**src/rtl/cfg_ser_pkg.sv**
```systemverilog
package cfg_ser_pkg;

    localparam int ADDR_W  = 12;
    localparam int DATA_W  = 32;
    localparam int FRAME_W = ADDR_W + DATA_W;
    localparam int CNT_W   = $clog2(FRAME_W + 1);
    localparam int BIT_W   = $clog2(DATA_W);

    // serial-side events, already synchronized to clk
    typedef struct packed {
        logic sclk_rise;
        logic sclk_fall;
        logic load_rise;
        logic write;
        logic dbit;
        logic mrst;
    } ser_evt_t;

    // decoded access presented on a load edge
    typedef struct packed {
        logic              wr_stb;
        logic              rd_stb;
        logic [ADDR_W-1:0] addr;
        logic [DATA_W-1:0] data;
    } cfg_req_t;

    function automatic logic [DATA_W-1:0] cfg_default(input logic [DATA_W-1:0] base,
                                                      input int idx);
        return base + DATA_W'(idx);
    endfunction

endpackage

```
**src/rtl/cfg_ser_front.sv**
```systemverilog
module cfg_ser_front
    import cfg_ser_pkg::*;
#(
    parameter int STAGES = 2
) (
    input  logic     clk,
    input  logic     rst,
    input  logic     sclk_in,
    input  logic     load_in,
    input  logic     write_in,
    input  logic     sdata_in,
    input  logic     mrst_n_in,
    output ser_evt_t evt_o
);

    localparam int LINES = 5;
    // line order inside a sync word: {mrst_n, data, write, load, sclk}
    localparam logic [LINES-1:0] IDLE_LINES = 5'b10000;

    logic [STAGES-1:0][LINES-1:0] sync_q;
    logic [LINES-1:0]             raw;
    logic [LINES-1:0]             last;
    logic                         sclk_prev_q;
    logic                         load_prev_q;

    assign raw  = {mrst_n_in, sdata_in, write_in, load_in, sclk_in};
    assign last = sync_q[STAGES-1];

    generate
        for (genvar s = 0; s < STAGES; s++) begin : g_stage
            always_ff @(posedge clk) begin
                if (rst) begin
                    sync_q[s] <= IDLE_LINES;
                end else if (s == 0) begin
                    sync_q[s] <= raw;
                end else begin
                    sync_q[s] <= sync_q[(s == 0) ? 0 : s-1];
                end
            end
        end
    endgenerate

    always_ff @(posedge clk) begin
        if (rst) begin
            sclk_prev_q <= 1'b0;
            load_prev_q <= 1'b0;
        end else begin
            sclk_prev_q <= last[0];
            load_prev_q <= last[1];
        end
    end

    always_comb begin
        evt_o.sclk_rise = last[0] & ~sclk_prev_q;
        evt_o.sclk_fall = ~last[0] & sclk_prev_q;
        evt_o.load_rise = last[1] & ~load_prev_q;
        evt_o.write     = last[2];
        evt_o.dbit      = last[3];
        evt_o.mrst      = ~last[4];
    end

endmodule

```
**src/rtl/cfg_ser_rx.sv**
```systemverilog
module cfg_ser_rx
    import cfg_ser_pkg::*;
(
    input  logic             clk,
    input  logic             rst,
    input  ser_evt_t         evt_i,
    input  logic             hold_i,
    output cfg_req_t         req_o,
    output logic [CNT_W-1:0] cnt_o
);

    logic [CNT_W-1:0]   cnt_q;
    logic [FRAME_W-1:0] sh_q;
    logic               full;
    logic               addr_only;

    assign full      = (cnt_q == CNT_W'(FRAME_W));
    assign addr_only = (cnt_q == CNT_W'(ADDR_W));

    always_ff @(posedge clk) begin
        if (rst || evt_i.mrst || evt_i.load_rise) begin
            cnt_q <= '0;
            sh_q  <= '0;
        end else if (evt_i.sclk_rise && !hold_i && !full) begin
            sh_q  <= {sh_q[FRAME_W-2:0], evt_i.dbit};
            cnt_q <= cnt_q + 1'b1;
        end
    end

    always_comb begin
        req_o.wr_stb = evt_i.load_rise && !evt_i.mrst && evt_i.write && full;
        req_o.rd_stb = evt_i.load_rise && !evt_i.mrst && !evt_i.write && addr_only;
        req_o.addr   = evt_i.write ? sh_q[FRAME_W-1:DATA_W] : sh_q[ADDR_W-1:0];
        req_o.data   = sh_q[DATA_W-1:0];
    end

    assign cnt_o = cnt_q;

endmodule

```
**src/rtl/cfg_ser_regfile.sv**
```systemverilog
module cfg_ser_regfile
    import cfg_ser_pkg::*;
#(
    parameter int                NUM_REGS = 16,
    parameter logic [DATA_W-1:0] DEF_BASE = 32'hC0F0_0000
) (
    input  logic                         clk,
    input  logic                         rst,
    input  logic                         mrst_i,
    input  cfg_req_t                     req_i,
    output logic [DATA_W-1:0]            rd_data_o,
    output logic [NUM_REGS*DATA_W-1:0]   regs_o
);

    logic [DATA_W-1:0] word_q [NUM_REGS];

    generate
        for (genvar g = 0; g < NUM_REGS; g++) begin : g_reg
            always_ff @(posedge clk) begin
                if (rst || mrst_i) begin
                    word_q[g] <= cfg_default(DEF_BASE, g);
                end else if (req_i.wr_stb && req_i.addr == ADDR_W'(g)) begin
                    word_q[g] <= req_i.data;
                end
            end
            assign regs_o[g*DATA_W +: DATA_W] = word_q[g];
        end
    endgenerate

    // unmatched addresses read as zero
    always_comb begin
        rd_data_o = '0;
        for (int i = 0; i < NUM_REGS; i++) begin
            if (req_i.addr == ADDR_W'(i)) begin
                rd_data_o = word_q[i];
            end
        end
    end

endmodule

```
**src/rtl/cfg_ser_tx.sv**
```systemverilog
module cfg_ser_tx
    import cfg_ser_pkg::*;
(
    input  logic              clk,
    input  logic              rst,
    input  ser_evt_t          evt_i,
    input  cfg_req_t          req_i,
    input  logic [DATA_W-1:0] rd_data_i,
    output logic              active_o,
    output logic              sdo_o
);

    logic [DATA_W-1:0] sh_q;
    logic [BIT_W-1:0]  bit_q;
    logic              active_q;

    always_ff @(posedge clk) begin
        if (rst || evt_i.mrst) begin
            sh_q     <= '0;
            bit_q    <= '0;
            active_q <= 1'b0;
        end else if (evt_i.load_rise) begin
            bit_q    <= '0;
            active_q <= req_i.rd_stb;
            sh_q     <= req_i.rd_stb ? rd_data_i : '0;
        end else if (evt_i.sclk_fall && active_q) begin
            if (bit_q == BIT_W'(DATA_W-1)) begin
                active_q <= 1'b0;
                sh_q     <= '0;
            end else begin
                sh_q  <= {sh_q[DATA_W-2:0], 1'b0};
                bit_q <= bit_q + 1'b1;
            end
        end
    end

    assign active_o = active_q;
    assign sdo_o    = active_q & sh_q[DATA_W-1];

endmodule

```
**src/rtl/cfg_serial_slave.sv**
```systemverilog
module cfg_serial_slave
    import cfg_ser_pkg::*;
#(
    parameter int                NUM_REGS = 16,
    parameter logic [DATA_W-1:0] DEF_BASE = 32'hC0F0_0000
) (
    input  logic                       clk,
    input  logic                       rst,
    input  logic                       sclk_in,
    input  logic                       mrst_n_in,
    input  logic                       load_in,
    input  logic                       write_in,
    input  logic                       sdata_in,
    output logic                       sdata_out,
    output logic [NUM_REGS*DATA_W-1:0] cfg_regs_o
);

    ser_evt_t          evt;
    cfg_req_t          req;
    logic [CNT_W-1:0]  rx_cnt;
    logic [DATA_W-1:0] rd_data;
    logic              tx_active;

    cfg_ser_front #(.STAGES(2)) u_front (
        .clk       (clk),
        .rst       (rst),
        .sclk_in   (sclk_in),
        .load_in   (load_in),
        .write_in  (write_in),
        .sdata_in  (sdata_in),
        .mrst_n_in (mrst_n_in),
        .evt_o     (evt)
    );

    cfg_ser_rx u_rx (
        .clk    (clk),
        .rst    (rst),
        .evt_i  (evt),
        .hold_i (tx_active),
        .req_o  (req),
        .cnt_o  (rx_cnt)
    );

    cfg_ser_regfile #(.NUM_REGS(NUM_REGS), .DEF_BASE(DEF_BASE)) u_regs (
        .clk       (clk),
        .rst       (rst),
        .mrst_i    (evt.mrst),
        .req_i     (req),
        .rd_data_o (rd_data),
        .regs_o    (cfg_regs_o)
    );

    cfg_ser_tx u_tx (
        .clk       (clk),
        .rst       (rst),
        .evt_i     (evt),
        .req_i     (req),
        .rd_data_i (rd_data),
        .active_o  (tx_active),
        .sdo_o     (sdata_out)
    );

endmodule

```
**config.mk**
```make
export PLATFORM = sky130hd
export DESIGN_NAME = cfg_serial_slave
export DESIGN_NICKNAME = d
export VERILOG_FILES = /design/src/rtl/cfg_ser_pkg.sv /design/src/rtl/cfg_ser_front.sv /design/src/rtl/cfg_ser_rx.sv /design/src/rtl/cfg_ser_regfile.sv /design/src/rtl/cfg_ser_tx.sv /design/src/rtl/cfg_serial_slave.sv
export SDC_FILE = /design/constraint.sdc
export NUM_CORES = 1
export LEC_CHECK = 0
export ABC_AREA = 1
export BUFFER_PORTS_ARGS = -buffer_cell sky130_fd_sc_hd__clkbuf_2
export CAP_MARGIN = 0
export CORE_AREA = 2 2 232 234
export CTS_CLUSTER_SIZE = 24
export DETAILED_ROUTE_END_ITERATION = 8
export DIE_AREA = 0 0 234 236
export GPL_ROUTABILITY_DRIVEN = 0
export PLACE_DENSITY = 0.76
export SLEW_MARGIN = 20
export SYNTH_ARGS = -nofsm -noshare
export SYNTH_HDL_FRONTEND = slang
export SYNTH_SLANG_ARGS = --single-unit
```
**constraint.sdc**
```tcl
create_clock -name clk -period 4.8 [get_ports clk]
set_clock_uncertainty 0.05 [all_clocks]
set_input_delay 0.72 -clock clk [delete_from_list [all_inputs] [get_ports clk]]
set_output_delay 0.72 -clock clk [all_outputs]
set_load 0.005 [all_outputs]
```
==> impl_results.md <==
- Initial detailed-routing violation count: 3,654
- Largest family of logic cells by synthesized area: simple AND/OR/NAND/NOR gates
- Share of synthesized cell area in and, or, nand and nor gates: 22.33%
- Number of rows created at floorplan: 85
- Lkg Pwr: 11.63 nW
- Data required, critical path: 5.26 ns
- Root cell of the clock tree: clkbuf_16
- Outcome: finished, final reports clean
- Antenna violations before repair: 2
- Global-route usage over all layers: 35.30%
- Fin Setup TNS: 0 ns
- Final number of setup-violating endpoints: 0
- Final WL: 100,100 um
- CTS max path bufs: 3
- Startpoint of the tightest hold check path: mrst_n_in
- Synthesized netlist net count: 2,606
- Routed wire per std cell: 26.24 um
- Register-to-register setup slack: 0.73 ns
- Final slew viol count: 0
- Starting utilization of the core area: 49.25%
- Class of the most critical hold timing path: in2reg
- Register area share after synthesis: 66.49%
- Multiplexer fraction of the synthesized cell area: 0%
- Arr. time, crit path: 4.53 ns
- Via/cell ratio: 6.124
- DR DRC count: 0
- Critical Path Start Type: flop
- DP Area: 29,470 um2
- Maximum number of pins on one net before global-route repair: 48
- Fraction of synthesized cell area in xor and xnor cells: 0%
- Core region area: 53,070 um2
- Number of flops mapped to enable cells by yosys: 512
- Post-synth top flop: edfxtp_1
- Hold buffers post-CTS: 0
- First-pass GRT wire length: 142,500 um
- Number of buffers added for setup after CTS: 0
- Number of port buffers: 519
- Ys async rst share: 0%
- Vertical die dimension: 236 um
- Ranking of synthesized cells by area: edfxtp_1 59%, nor2_1 8.6%, nand2_1 7.7%, dfxtp_1 7.7%, a21oi_1 3.6%
- Ratio of cells with drive above 1 in the final layout: 24.91%
- Flop and latch count out of synthesis: 612
- Clock sink total: 612
- Clock latency reported for the late side of the worst-skew pair: 0.65 ns
- Level count of the clock H-tree: 2
- Critical Path Sink: u_tx.sh_q[25]
- Adder and majority cell fraction of the synthesized area: 0.1915%
- Worst r2r src: u_front.last[2]
- Final antenna diode count: 0
- Achievable frequency: 245.8 MHz
- Share of the clock period used by the worst path: 84.75%
- Syn. warnings: 0
- Number of distinct standard cells referenced by the synthesized netlist: 33
- Count of final hold-check violations: 0
- Top-level port count: 520
- HPWL after detailed placement: 71,260 um
- Total power divided by cell area: 383.0 nW/um2
- Worst-case setup margin in the final layout: 0.7318 ns
- Routed via count: 23,362
- Cts bufs inserted: 60
- Area delta synth->final: 20.43%
- Post-Synthesis Mean Instance Area: 10.07 um2
- Final period demand of the worst path: 4.068 ns
- TritonRoute pass-1 iters: 6
- Count of cells resized by post-cts repair: 0
- Final nets: 3,080
- Worst Reg-to-Reg Cells: 13
- Detail Route Antenna Nets: 0
- Post-place setup slack: 0.9305 ns
- Number of cells produced by synthesis: 2,595
- R2r endpoint: u_tx.sh_q[25]
- Total non-filler cell area in the finished layout: 31,480 um2
- Worst IR Drop VDD: 0.0002895 V
- Overflow left after global routing: 0
- Clock tree from TritonCTS: yes
- Reported max-cap violation count: 0
- Actual transition at the worst max-transition pin: 1.066 ns
- Unrepaired setup endpoints after global routing: no
- Max FO, Critical Path: 27
- Number of global-route vias before repair: 21,913
- Share of the synthesized area in the top cell type: 58.83%
- Worst max-slew margin expressed relative to the limit: 28.75%
- Total die area: 55,220 um2
- Reg clk slew, reported paths: 0.07 ns
- Summed instance area of the synthesized netlist: 26,140 um2
- Type of the setup path with the least slack: reg2reg
- Die width: 234 um
- Cell type contributing the most total cell area after synthesis: edfxtp_1
- Category of the worst setup path capture point: flop
- Launch point of the critical path: u_front.last[2]
- Compound-Gate Fraction of Synth Area: 6.295%
## cell families after synthesis
kind of cell / after synthesis
AND/OR/NAND/NOR: 1366
flip-flops: 612
AO/OA/AOI/OAI: 313
buffers and inverters: 300
adder cells (fa/ha/maj): 4
## how the worst min path moves through the flow
stage | to | slack (ns) | cells after the start
floorplan | u_front.last[0] | 0.34 | 2
global placement | u_front.last[4] | 0.36 | 1
detailed placement | u_front.last[4] | 0.35 | 1
CTS | u_front.sync_q[4] | 0.20 | 2
global route | u_front.sync_q[4] | 0.21 | 2
finish | u_front.sync_q[4] | 0.22 | 2
## synth_stat cells, types with 9 or more instances
cell type  count
nand3_1       55
clkinv_1      30
o21ai_0      101
nand4_1       97
a21oi_1      186
nor2_1       599
o211ai_1      11
nand2_1      538
edfxtp_1     512
nor2_4        10
nor3_1        21
inv_2         35
buf_2         35
clkbuf_1     108
inv_1         76
nor3_4        11
nand2_2        9
dfxtp_1      100
## where the power goes
group          switching (mW)  internal [mW]
Clock                    2.10           2.71
Sequential              0.192           5.97
Combinational           0.777          0.298
## registers in the layout, indices dropped and copies added (netlist names)
name / flops
u_front.last: 5
u_front.load_prev_q: 1
u_front.sclk_prev_q: 1
u_front.sync_q: 5
u_regs.word_q: 512
u_rx.cnt_o: 6
u_rx.sh_q: 44
u_tx.active_o: 1
u_tx.bit_q: 5
u_tx.sh_q: 32
## critical path: stages, from the launching register on
cell and delay [ns]:
dfxtp_1 0.60, inv_2 0.18, nand2_2 0.12, nand2_4 0.08, nor2_1 0.17, nand4_2 0.84
o211ai_2 0.51, nand4_1 0.17, nor2_1 0.19, nand4_1 0.17, nor3_1 0.36, nand4_1 0.23
nand2_1 0.14, a21oi_1 0.07
## routing by layer
metal	global-route usage (%)	up-vias	share of wire [%]	wire, um
met1	46.30	11049	33	33470
met3	7.967	397	14	14420
met2	54.20	2209	45	45330
met4	19.77	4	6.9	6859
li1	-	9703	-	-
met5	0	-	0.026	26
## cells in the final DEF (no fill, tap or decap), drive strengths merged
cell	n
buf	52
o21ai	109
ha	4
clkbuf	601
nor2	617
o2111a	1
clkinvlp	3
edfxtp	512
bufinv	6
clkinv	48
nor3b	3
a21oi	186
inv	114
nand2	551
nand4	98
nor3	36
dfxtp	100
or2	3
nand3	58
o211ai	17
## metrics by stage
stage	power [mW]	hold slack [ns]	cells	utilization (%)
6_report	12.05	0.2192	3815	59.31
5_1_grt	12.32	0.2119	3815	59.31
4_1_cts	12.00	0.2020	3814	59.25
3_5_place_dp	7.310	0.3493	3702	55.54
3_3_place_gp	7.281	0.3567	3702	55.54
2_1_floorplan	6.710	0.3383	2595	-
## final cells by class
type	count	area, um2
Clock buffer	82	1634
Clock inverter	30	334.1
Fill cell	4435	21590
Inverter	141	529.3
Multi-Input combinational cell	1683	7710
Sequential cell	612	17380
Tap cell	696	870.8
Timing Repair Buffer	571	3020
Power figures use the tool's default switching activity.
